`src/rtl/dsclk_pkg.sv`:
```
`timescale 1ns/1ps
// Shared types for the deep-sleep clock sequencer.
// Assumes source codes double as indices into the oscillator ready vector.
package dsclk_pkg;

    typedef enum logic [1:0] {
        SRC_MAIN = 2'd0,
        SRC_PREC = 2'd1,
        SRC_LFO  = 2'd2,
        SRC_RTC  = 2'd3
    } clk_src_e;

    typedef enum logic [2:0] {
        ST_RUN,
        ST_SAVE_CFG,
        ST_GATE_CLOCKS,
        ST_SWITCH_DS,
        ST_DEEP_SLEEP,
        ST_RESTORE_SRC,
        ST_WAIT_READY,
        ST_UNGATE
    } seq_state_e;

    localparam logic [1:0] PMOD_SYS  = 2'd0;
    localparam logic [1:0] PMOD_PREC = 2'd1;
    localparam logic [1:0] PMOD_ALT  = 2'd2;

    localparam logic [1:0] ADDR_RUN   = 2'd0;
    localparam logic [1:0] ADDR_DS    = 2'd1;
    localparam logic [1:0] ADDR_MASK  = 2'd2;
    localparam logic [1:0] ADDR_PSEL  = 2'd3;

endpackage

```
`src/rtl/dsclk_cfg.sv`:
```
`timescale 1ns/1ps
// Configuration register bank.
// Holds run and deep-sleep source/divider, the precision power-down bit,
// the gate mask and the peripheral clock selects. Writes land only while
// the accept input is high (sequencer in run mode).
// Assumes CFG_W >= max(NG, NP, DIVW+3).
module dsclk_cfg
    import dsclk_pkg::*;
#(
    parameter int CFG_W = 8,
    parameter int DIVW  = 4,
    parameter int NG    = 8,
    parameter int NP    = 4
) (
    input  logic             clk,
    input  logic             rst_n,
    input  logic             wr_en,
    input  logic [1:0]       wr_addr,
    input  logic [CFG_W-1:0] wr_data,
    input  logic             accept,
    output clk_src_e         run_src,
    output logic [DIVW-1:0]  run_div,
    output clk_src_e         ds_src,
    output logic [DIVW-1:0]  ds_div,
    output logic             ds_prec_pd,
    output logic [NG-1:0]    gate_mask,
    output logic [NP-1:0]    periph_cs
);
    localparam int DIV_LO = 2;
    localparam int DIV_HI = DIV_LO + DIVW - 1;
    localparam int PD_BIT = DIV_HI + 1;

    // Register update: accepted writes only, reset to precision/undivided.
    always_ff @(posedge clk) begin
        if (!rst_n) begin
            run_src    <= SRC_PREC;
            run_div    <= '0;
            ds_src     <= SRC_PREC;
            ds_div     <= '0;
            ds_prec_pd <= 1'b0;
            gate_mask  <= '0;
            periph_cs  <= '0;
        end else if (wr_en && accept) begin
            case (wr_addr)
                ADDR_RUN: begin
                    run_src <= clk_src_e'(wr_data[1:0]);
                    run_div <= wr_data[DIV_HI:DIV_LO];
                end
                ADDR_DS: begin
                    ds_src     <= clk_src_e'(wr_data[1:0]);
                    ds_div     <= wr_data[DIV_HI:DIV_LO];
                    ds_prec_pd <= wr_data[PD_BIT];
                end
                ADDR_MASK: gate_mask <= wr_data[NG-1:0];
                default:   periph_cs <= wr_data[NP-1:0];
            endcase
        end
    end
endmodule

```
`src/rtl/dsclk_resolve.sv`:
```
`timescale 1ns/1ps
// Deep-sleep source resolution.
// A main-oscillator deep-sleep request while run mode uses another source
// is replaced by the precision oscillator when that stays powered, and is
// flagged as unrecoverable when it does not. Purely combinational.
module dsclk_resolve
    import dsclk_pkg::*;
(
    input  clk_src_e run_src,
    input  clk_src_e ds_src,
    input  logic     prec_pd,
    output clk_src_e eff_src,
    output logic     bad_combo
);
    // Pick the source actually used in deep sleep and flag a dead end.
    always_comb begin
        eff_src   = ds_src;
        bad_combo = 1'b0;
        if (ds_src == SRC_MAIN && run_src != SRC_MAIN) begin
            if (prec_pd) begin
                bad_combo = 1'b1;
            end else begin
                eff_src = SRC_PREC;
            end
        end
    end
endmodule

```
`src/rtl/dsclk_periph_mux.sv`:
```
`timescale 1ns/1ps
// Peripheral module clock selection.
// Outside deep sleep each peripheral runs its module clock from the system
// clock; in deep sleep the module clock follows its baud source.
module dsclk_periph_mux
    import dsclk_pkg::*;
#(
    parameter int NP = 4
) (
    input  logic            ds_active,
    input  logic [NP-1:0]   cs,
    output logic [2*NP-1:0] mod_sel
);
    for (genvar i = 0; i < NP; i++) begin : g_periph
        // Per-peripheral module clock code.
        always_comb begin
            if (!ds_active)  mod_sel[2*i +: 2] = PMOD_SYS;
            else if (cs[i])  mod_sel[2*i +: 2] = PMOD_ALT;
            else             mod_sel[2*i +: 2] = PMOD_PREC;
        end
    end
endmodule

```
`src/rtl/dsclk_seq_fsm.sv`:
```
`timescale 1ns/1ps
// Entry/exit sequencer.
// Entry: record source and divider, close gates, switch to the resolved
// deep-sleep source, wait for it to be ready. Exit: restore the recorded
// source, wait for its ready, then reopen all gates. A wake seen during
// entry is held. An unrecoverable entry never leaves deep sleep.
module dsclk_seq_fsm
    import dsclk_pkg::*;
#(
    parameter int DIVW = 4,
    parameter int NG   = 8
) (
    input  logic            clk,
    input  logic            rst_n,
    input  logic            sleep_req,
    input  logic            wake_evt,
    input  logic [3:0]      osc_rdy,
    input  clk_src_e        run_src,
    input  logic [DIVW-1:0] run_div,
    input  logic [DIVW-1:0] ds_div,
    input  logic            prec_pd,
    input  clk_src_e        eff_src,
    input  logic            bad_combo,
    input  logic [NG-1:0]   gate_mask,
    output seq_state_e      state,
    output clk_src_e        cur_src,
    output logic [DIVW-1:0] cur_div,
    output logic [NG-1:0]   gate_en,
    output logic            prec_pwr_en,
    output logic            err_wake
);
    clk_src_e        save_src;
    logic [DIVW-1:0] save_div;
    clk_src_e        lat_eff;
    logic [DIVW-1:0] lat_div;
    logic            lat_pd;
    logic            wake_pend;
    logic            in_entry;
    logic            wake_go;

    assign in_entry = (state == ST_SAVE_CFG) || (state == ST_GATE_CLOCKS) ||
                      (state == ST_SWITCH_DS);
    assign wake_go  = (wake_evt || wake_pend) && !err_wake;

    // Hold a wake that arrives before deep sleep is reached.
    always_ff @(posedge clk) begin
        if (!rst_n)                        wake_pend <= 1'b0;
        else if (in_entry && wake_evt)     wake_pend <= 1'b1;
        else if (state == ST_RESTORE_SRC)  wake_pend <= 1'b0;
    end

    // Main sequence: state, selected clock, gates and latched settings.
    always_ff @(posedge clk) begin
        if (!rst_n) begin
            state    <= ST_RUN;
            cur_src  <= SRC_PREC;
            cur_div  <= '0;
            gate_en  <= '1;
            save_src <= SRC_PREC;
            save_div <= '0;
            lat_eff  <= SRC_PREC;
            lat_div  <= '0;
            lat_pd   <= 1'b0;
            err_wake <= 1'b0;
        end else begin
            case (state)
                ST_RUN: begin
                    cur_src <= run_src;
                    cur_div <= run_div;
                    if (sleep_req) state <= ST_SAVE_CFG;
                end
                ST_SAVE_CFG: begin
                    save_src <= cur_src;
                    save_div <= cur_div;
                    lat_eff  <= eff_src;
                    lat_div  <= ds_div;
                    lat_pd   <= prec_pd;
                    err_wake <= err_wake | bad_combo;
                    state    <= ST_GATE_CLOCKS;
                end
                ST_GATE_CLOCKS: begin
                    gate_en <= ~gate_mask;
                    state   <= ST_SWITCH_DS;
                end
                ST_SWITCH_DS: begin
                    cur_src <= lat_eff;
                    cur_div <= lat_div;
                    if (osc_rdy[lat_eff]) state <= ST_DEEP_SLEEP;
                end
                ST_DEEP_SLEEP: begin
                    if (wake_go) state <= ST_RESTORE_SRC;
                end
                ST_RESTORE_SRC: begin
                    cur_src <= save_src;
                    cur_div <= save_div;
                    state   <= ST_WAIT_READY;
                end
                ST_WAIT_READY: begin
                    if (osc_rdy[save_src]) state <= ST_UNGATE;
                end
                default: begin
                    gate_en <= '1;
                    state   <= ST_RUN;
                end
            endcase
        end
    end

    // Precision oscillator power: off only in deep sleep when asked and unused.
    always_comb begin
        prec_pwr_en = !((state == ST_DEEP_SLEEP) && lat_pd && (lat_eff != SRC_PREC));
    end
endmodule

```
`src/rtl/dsclk_seq.sv`:
```
`timescale 1ns/1ps
// Deep-sleep clock source sequencer, top level.
// Ties the register bank, source resolution, entry/exit sequencer and the
// peripheral module clock mux together. Oscillators and glitch-free clock
// switches live outside; this block drives their selects and reads ready.
module dsclk_seq
    import dsclk_pkg::*;
#(
    parameter int DIVW  = 4,
    parameter int NG    = 8,
    parameter int NP    = 4,
    parameter int CFG_W = (NG > DIVW + 3) ? ((NG > NP) ? NG : NP)
                                          : ((DIVW + 3 > NP) ? DIVW + 3 : NP)
) (
    input  logic             clk,
    input  logic             rst_n,
    input  logic             cfg_we,
    input  logic [1:0]       cfg_addr,
    input  logic [CFG_W-1:0] cfg_wdata,
    input  logic             sleep_req,
    input  logic             wake_evt,
    input  logic [3:0]       osc_rdy,
    output logic [1:0]       sys_src,
    output logic [DIVW-1:0]  sys_div,
    output logic [NG-1:0]    gate_en,
    output logic             prec_pwr_en,
    output logic [NP-1:0]    periph_baud_alt,
    output logic [2*NP-1:0]  periph_mod_sel,
    output logic             ds_active,
    output logic             err_wake
);
    seq_state_e      state;
    clk_src_e        run_src;
    logic [DIVW-1:0] run_div;
    clk_src_e        ds_src;
    logic [DIVW-1:0] ds_div;
    logic            ds_prec_pd;
    logic [NG-1:0]   gate_mask;
    logic [NP-1:0]   periph_cs;
    clk_src_e        eff_src;
    logic            bad_combo;
    clk_src_e        cur_src;

    dsclk_cfg #(.CFG_W(CFG_W), .DIVW(DIVW), .NG(NG), .NP(NP)) u_cfg (
        .clk        (clk),
        .rst_n      (rst_n),
        .wr_en      (cfg_we),
        .wr_addr    (cfg_addr),
        .wr_data    (cfg_wdata),
        .accept     (state == ST_RUN),
        .run_src    (run_src),
        .run_div    (run_div),
        .ds_src     (ds_src),
        .ds_div     (ds_div),
        .ds_prec_pd (ds_prec_pd),
        .gate_mask  (gate_mask),
        .periph_cs  (periph_cs)
    );

    dsclk_resolve u_resolve (
        .run_src   (run_src),
        .ds_src    (ds_src),
        .prec_pd   (ds_prec_pd),
        .eff_src   (eff_src),
        .bad_combo (bad_combo)
    );

    dsclk_seq_fsm #(.DIVW(DIVW), .NG(NG)) u_fsm (
        .clk         (clk),
        .rst_n       (rst_n),
        .sleep_req   (sleep_req),
        .wake_evt    (wake_evt),
        .osc_rdy     (osc_rdy),
        .run_src     (run_src),
        .run_div     (run_div),
        .ds_div      (ds_div),
        .prec_pd     (ds_prec_pd),
        .eff_src     (eff_src),
        .bad_combo   (bad_combo),
        .gate_mask   (gate_mask),
        .state       (state),
        .cur_src     (cur_src),
        .cur_div     (sys_div),
        .gate_en     (gate_en),
        .prec_pwr_en (prec_pwr_en),
        .err_wake    (err_wake)
    );

    dsclk_periph_mux #(.NP(NP)) u_pmux (
        .ds_active (ds_active),
        .cs        (periph_cs),
        .mod_sel   (periph_mod_sel)
    );

    assign sys_src         = cur_src;
    assign ds_active       = (state == ST_DEEP_SLEEP);
    assign periph_baud_alt = periph_cs;
endmodule

```
`config.mk`:
```
export PLATFORM = sky130hd
export DESIGN_NAME = dsclk_seq
export DESIGN_NICKNAME = d
export VERILOG_FILES = /design/src/rtl/dsclk_pkg.sv /design/src/rtl/dsclk_cfg.sv /design/src/rtl/dsclk_resolve.sv /design/src/rtl/dsclk_periph_mux.sv /design/src/rtl/dsclk_seq_fsm.sv /design/src/rtl/dsclk_seq.sv
export SDC_FILE = /design/constraint.sdc
export NUM_CORES = 1
export LEC_CHECK = 0
export CAP_MARGIN = 10
export CORE_UTILIZATION = 51
export CTS_CLUSTER_DIAMETER = 100
export DETAILED_ROUTE_END_ITERATION = 16
export PLACE_DENSITY = 0.88
export SYNTH_ARGS = -nofsm -noshare
export SYNTH_HDL_FRONTEND = slang
export SYNTH_SLANG_ARGS = --single-unit
```
`constraint.sdc`:
```
create_clock -name clk -period 2.2 [get_ports clk]
set_clock_uncertainty 0.2 [all_clocks]
set_input_delay 0.44 -clock clk [delete_from_list [all_inputs] [get_ports clk]]
set_output_delay 0.44 -clock clk [all_outputs]
set_load 0.01 [all_outputs]
```
==> run metrics <==
Syn Area/Cell=~9 µm²; worst rel slew slack=~60%; Die Y-Extent=between 70 and 80 µm; total design power=around 0.0036 W; Vias/cell=between 5 and 6; core outline area=between 4000 and 5000 µm²; clk buf depth=2; routed len/inst=~15 µm; dpl ws=between 0.02 and 0.03 ns; Critical Path RT=~1.6 ns; crit path max fanout=6; Fillers=between 300 and 400; IO Count=48; Post-CTS Hold Fix Bufs=0; RSZ-0062 raised after global routing=false; CP max-delay cell=dfxtp_2; Synth Register Bits=57; clk slew on worst S/H paths=0.06 ns; cell family with the largest share of critical-path delay=buffers and inverters; share of layout cells above drive strength 1=between 10% and 20%; number of enable flip-flop cells after synthesis=0; Die ar.=5390 µm²; Layout Area Growth over Synthesis=31.3%; CP endpoint kind=output pin; Period minus WS final=2.16 ns; multiplexer area fraction after synthesis=approximately 16%; setup ws final=0.0367 ns; CP startpoint kind=flip-flop; DRC violations left=0; Pre-Repair DR Iteration Count=5; # clock sinks=57; ys flop type=dfxtp_1; maxcap violations=0; mapped cell area=roughly 2600 µm²; measured slew at the worst slew-check pin=between 0.5 and 0.6 ns; GR Util All Layers=about a quarter; Root Driver=clkbuf_8; Critical Path AT=1.52 ns; nets=roughly 370; Post-Synth Adder-Cell Area=between 2 and 2.5%; first-pass GRT wire length=roughly 10000 µm; FF-to-FF path depth=7; die extent in x=about 73 µm; Setup Viol. Count Final=0; Post-CTS Setup Inserts=0; WP depth=5; crit-path cells=inv_2 > ha_4 > buf_4 > and3_1 > dlygate4sd2_1; Post-Synth XOR/XNOR Area=0%; WS Path Type=flip-flop to output pin; Max Clk Rate=approximately 460 MHz; sequential area share after synthesis=43.9%; Reg area=1140 µm²; initial antenna violation count=0; Ys Warns=0; P per Cell Area=1050 nW/µm²; LEAKAGE=1.41 nW; Post-Route WL=roughly 6300 µm; total CTS buffers=9; routed vias=between 2000 and 2500; final hold vios=0; Crit path buffers/inverters=3; clock latency on the worst-skew pair=0.34 ns; Post-Place Cells=roughly 400; Initial Util=between 50% and 60%; Final Max Tran Viols=0; largest family of logic cells by synthesized area=simple AND/OR/NAND/NOR gates; multi-input logic area=approximately 1400 µm²; Hold Path Class=flip-flop to flip-flop; H-tree level count=3; # port buffers=47; WHS=0.266 ns; grt ovf=0; Final TNS setup=0 ns; post-synthesis simple-gate area fraction=22.8%; Post-Synthesis Cells=between 200 and 300; Initial DRC Count=116; synth unique cells=35; worst hold stages=2; CTS tree=done; num rows=25; Non-Filler Instances=416; DP HPWL=approximately 4300 µm; Final Cycle Share=a little over nine tenths; routability cong.=0.807; largest net degree at the start of global routing=between 60 and 70; Worst VDD drop=around 0.45 mV; crit-path max cell delay=approximately 0.33 ns; fraction of registers with async set/reset=0%; # diodes=0; status=complete, no violations; post-synthesis compound-gate area fraction=a little over a tenth; Mapped Nets=311; remaining antenna violation count=0; vias in the first global route=between 2000 and 2500
cell type report:
class / count / share of cell area, %
Clock buffer: 12 / 4.84
Clock inverter: 3 / 0.440
Tap cell: 67 / 2.46
Multi-Input combinational cell: 207 / 40.2
Sequential cell: 57 / 33.5
Inverter: 6 / 0.660
Timing Repair Buffer: 64 / 17.9
cell families after synthesis:
family,count (synthesis)
mux,42
buf+inv,23
simple gates,117
flops,57
fa+ha+maj,5
compound gates,43
path summary, 6_finish.rpt:
kind,startpoint,endpoint,slack (ns)
setup / recovery,u_fsm.state[0],periph_mod_sel[7],0.04
hold / removal,u_fsm.save_div[3],u_fsm.save_div[3],0.27
setup reg to reg,u_fsm.state[0],u_fsm.state[2],0.19
hold reg to reg,u_fsm.save_div[3],u_fsm.save_div[3],0.27
power breakdown:
part	internal (W)	switching (W)	total (W)
combinational	0.000654	0.000742	0.00140
clock	0.000488	0.000399	0.000887
sequential	0.00119	0.000125	0.00131
through the flow:
stage / cell area, µm² / utilization, %
3_5_place_dp: 3230 / 67.0
2_1_floorplan: 2600 / -
5_1_grt: 3410 / 70.9
4_1_cts: 3410 / 70.8
3_3_place_gp: 3230 / 67.0
6_report: 3410 / 70.9
per-layer routing:
| metal | global-route usage [%] | share of wire [%] | routed length (µm) | vias up |
|---|---|---|---|---|
| li1 | - | - | - | 1091 |
| met1 | 30.4 | 44 | 2720 | 1054 |
| met2 | 42.7 | 50 | 3110 | 67 |
| met3 | 4.66 | 4.8 | 303 | 13 |
| met4 | 15.6 | 1.9 | 118 | 0 |
| met5 | 0 | 0 | 0 | - |
placed cells by master, fill, tap and decap left out, types with 2 or more instances in the layout:
master,instances
clkinv_2,3
a21boi_0,12
a21oi_1,5
and3_1,3
inv_2,2
dfxtp_2,3
nor2_1,10
mux2i_1,37
dfxtp_1,54
mux2_2,5
o22ai_1,2
a31oi_1,5
clkdlybuf4s50_1,37
inv_1,4
nor2b_1,27
o21ai_0,12
dlygate4sd2_1,10
buf_12,2
nand3b_1,2
nand4b_1,2
nand2b_1,4
o211ai_1,2
buf_4,15
nand2_1,54
clkbuf_8,12
ha_1,4
nand3_1,7
worst register-to-register path: stages, from the launching register on:
cell      delay (ns)
dfxtp_2         0.33
buf_4           0.12
ha_1            0.19
or3b_2          0.45
o22ai_1         0.15
a311oi_1        0.07
buf_4           0.17
a32o_1          0.21
synthesized netlist by cell type, types with 6 or more instances:
| cell | n | area (µm²) |
|---|---|---|
| a21boi_0 | 12 | 90.1 |
| buf_2 | 6 | 30.0 |
| mux2i_1 | 37 | 370 |
| o21ai_0 | 12 | 60.1 |
| nor2b_1 | 27 | 169 |
| clkbuf_1 | 9 | 33.8 |
| nand2_1 | 55 | 206 |
| nand3_1 | 7 | 35.0 |
| dfxtp_1 | 57 | 1140 |
| nor2_1 | 10 | 37.5 |
| inv_1 | 6 | 22.5 |
registers in the layout (all words and copies together) (netlist names), 2 cells and up:
name	flops
u_cfg.gate_mask	8
u_fsm.gate_en	8
u_cfg.ds_div	4
u_cfg.periph_cs	4
u_cfg.run_div	4
u_fsm.cur_div	4
u_fsm.lat_div	4
u_fsm.save_div	4
u_fsm.state	3
u_cfg.ds_src	2
u_cfg.run_src	2
u_fsm.cur_src	2
u_fsm.lat_eff	2
u_fsm.save_src	2
repair_timing:
| item | in CTS | in global routing |
|---|---|---|
| endpoints found under the setup margin | 10 | 3 |
| resized for setup | 15 | 3 |
| hold endpoints to repair | 0 | 0 |
(Power assumes the default switching activity.)
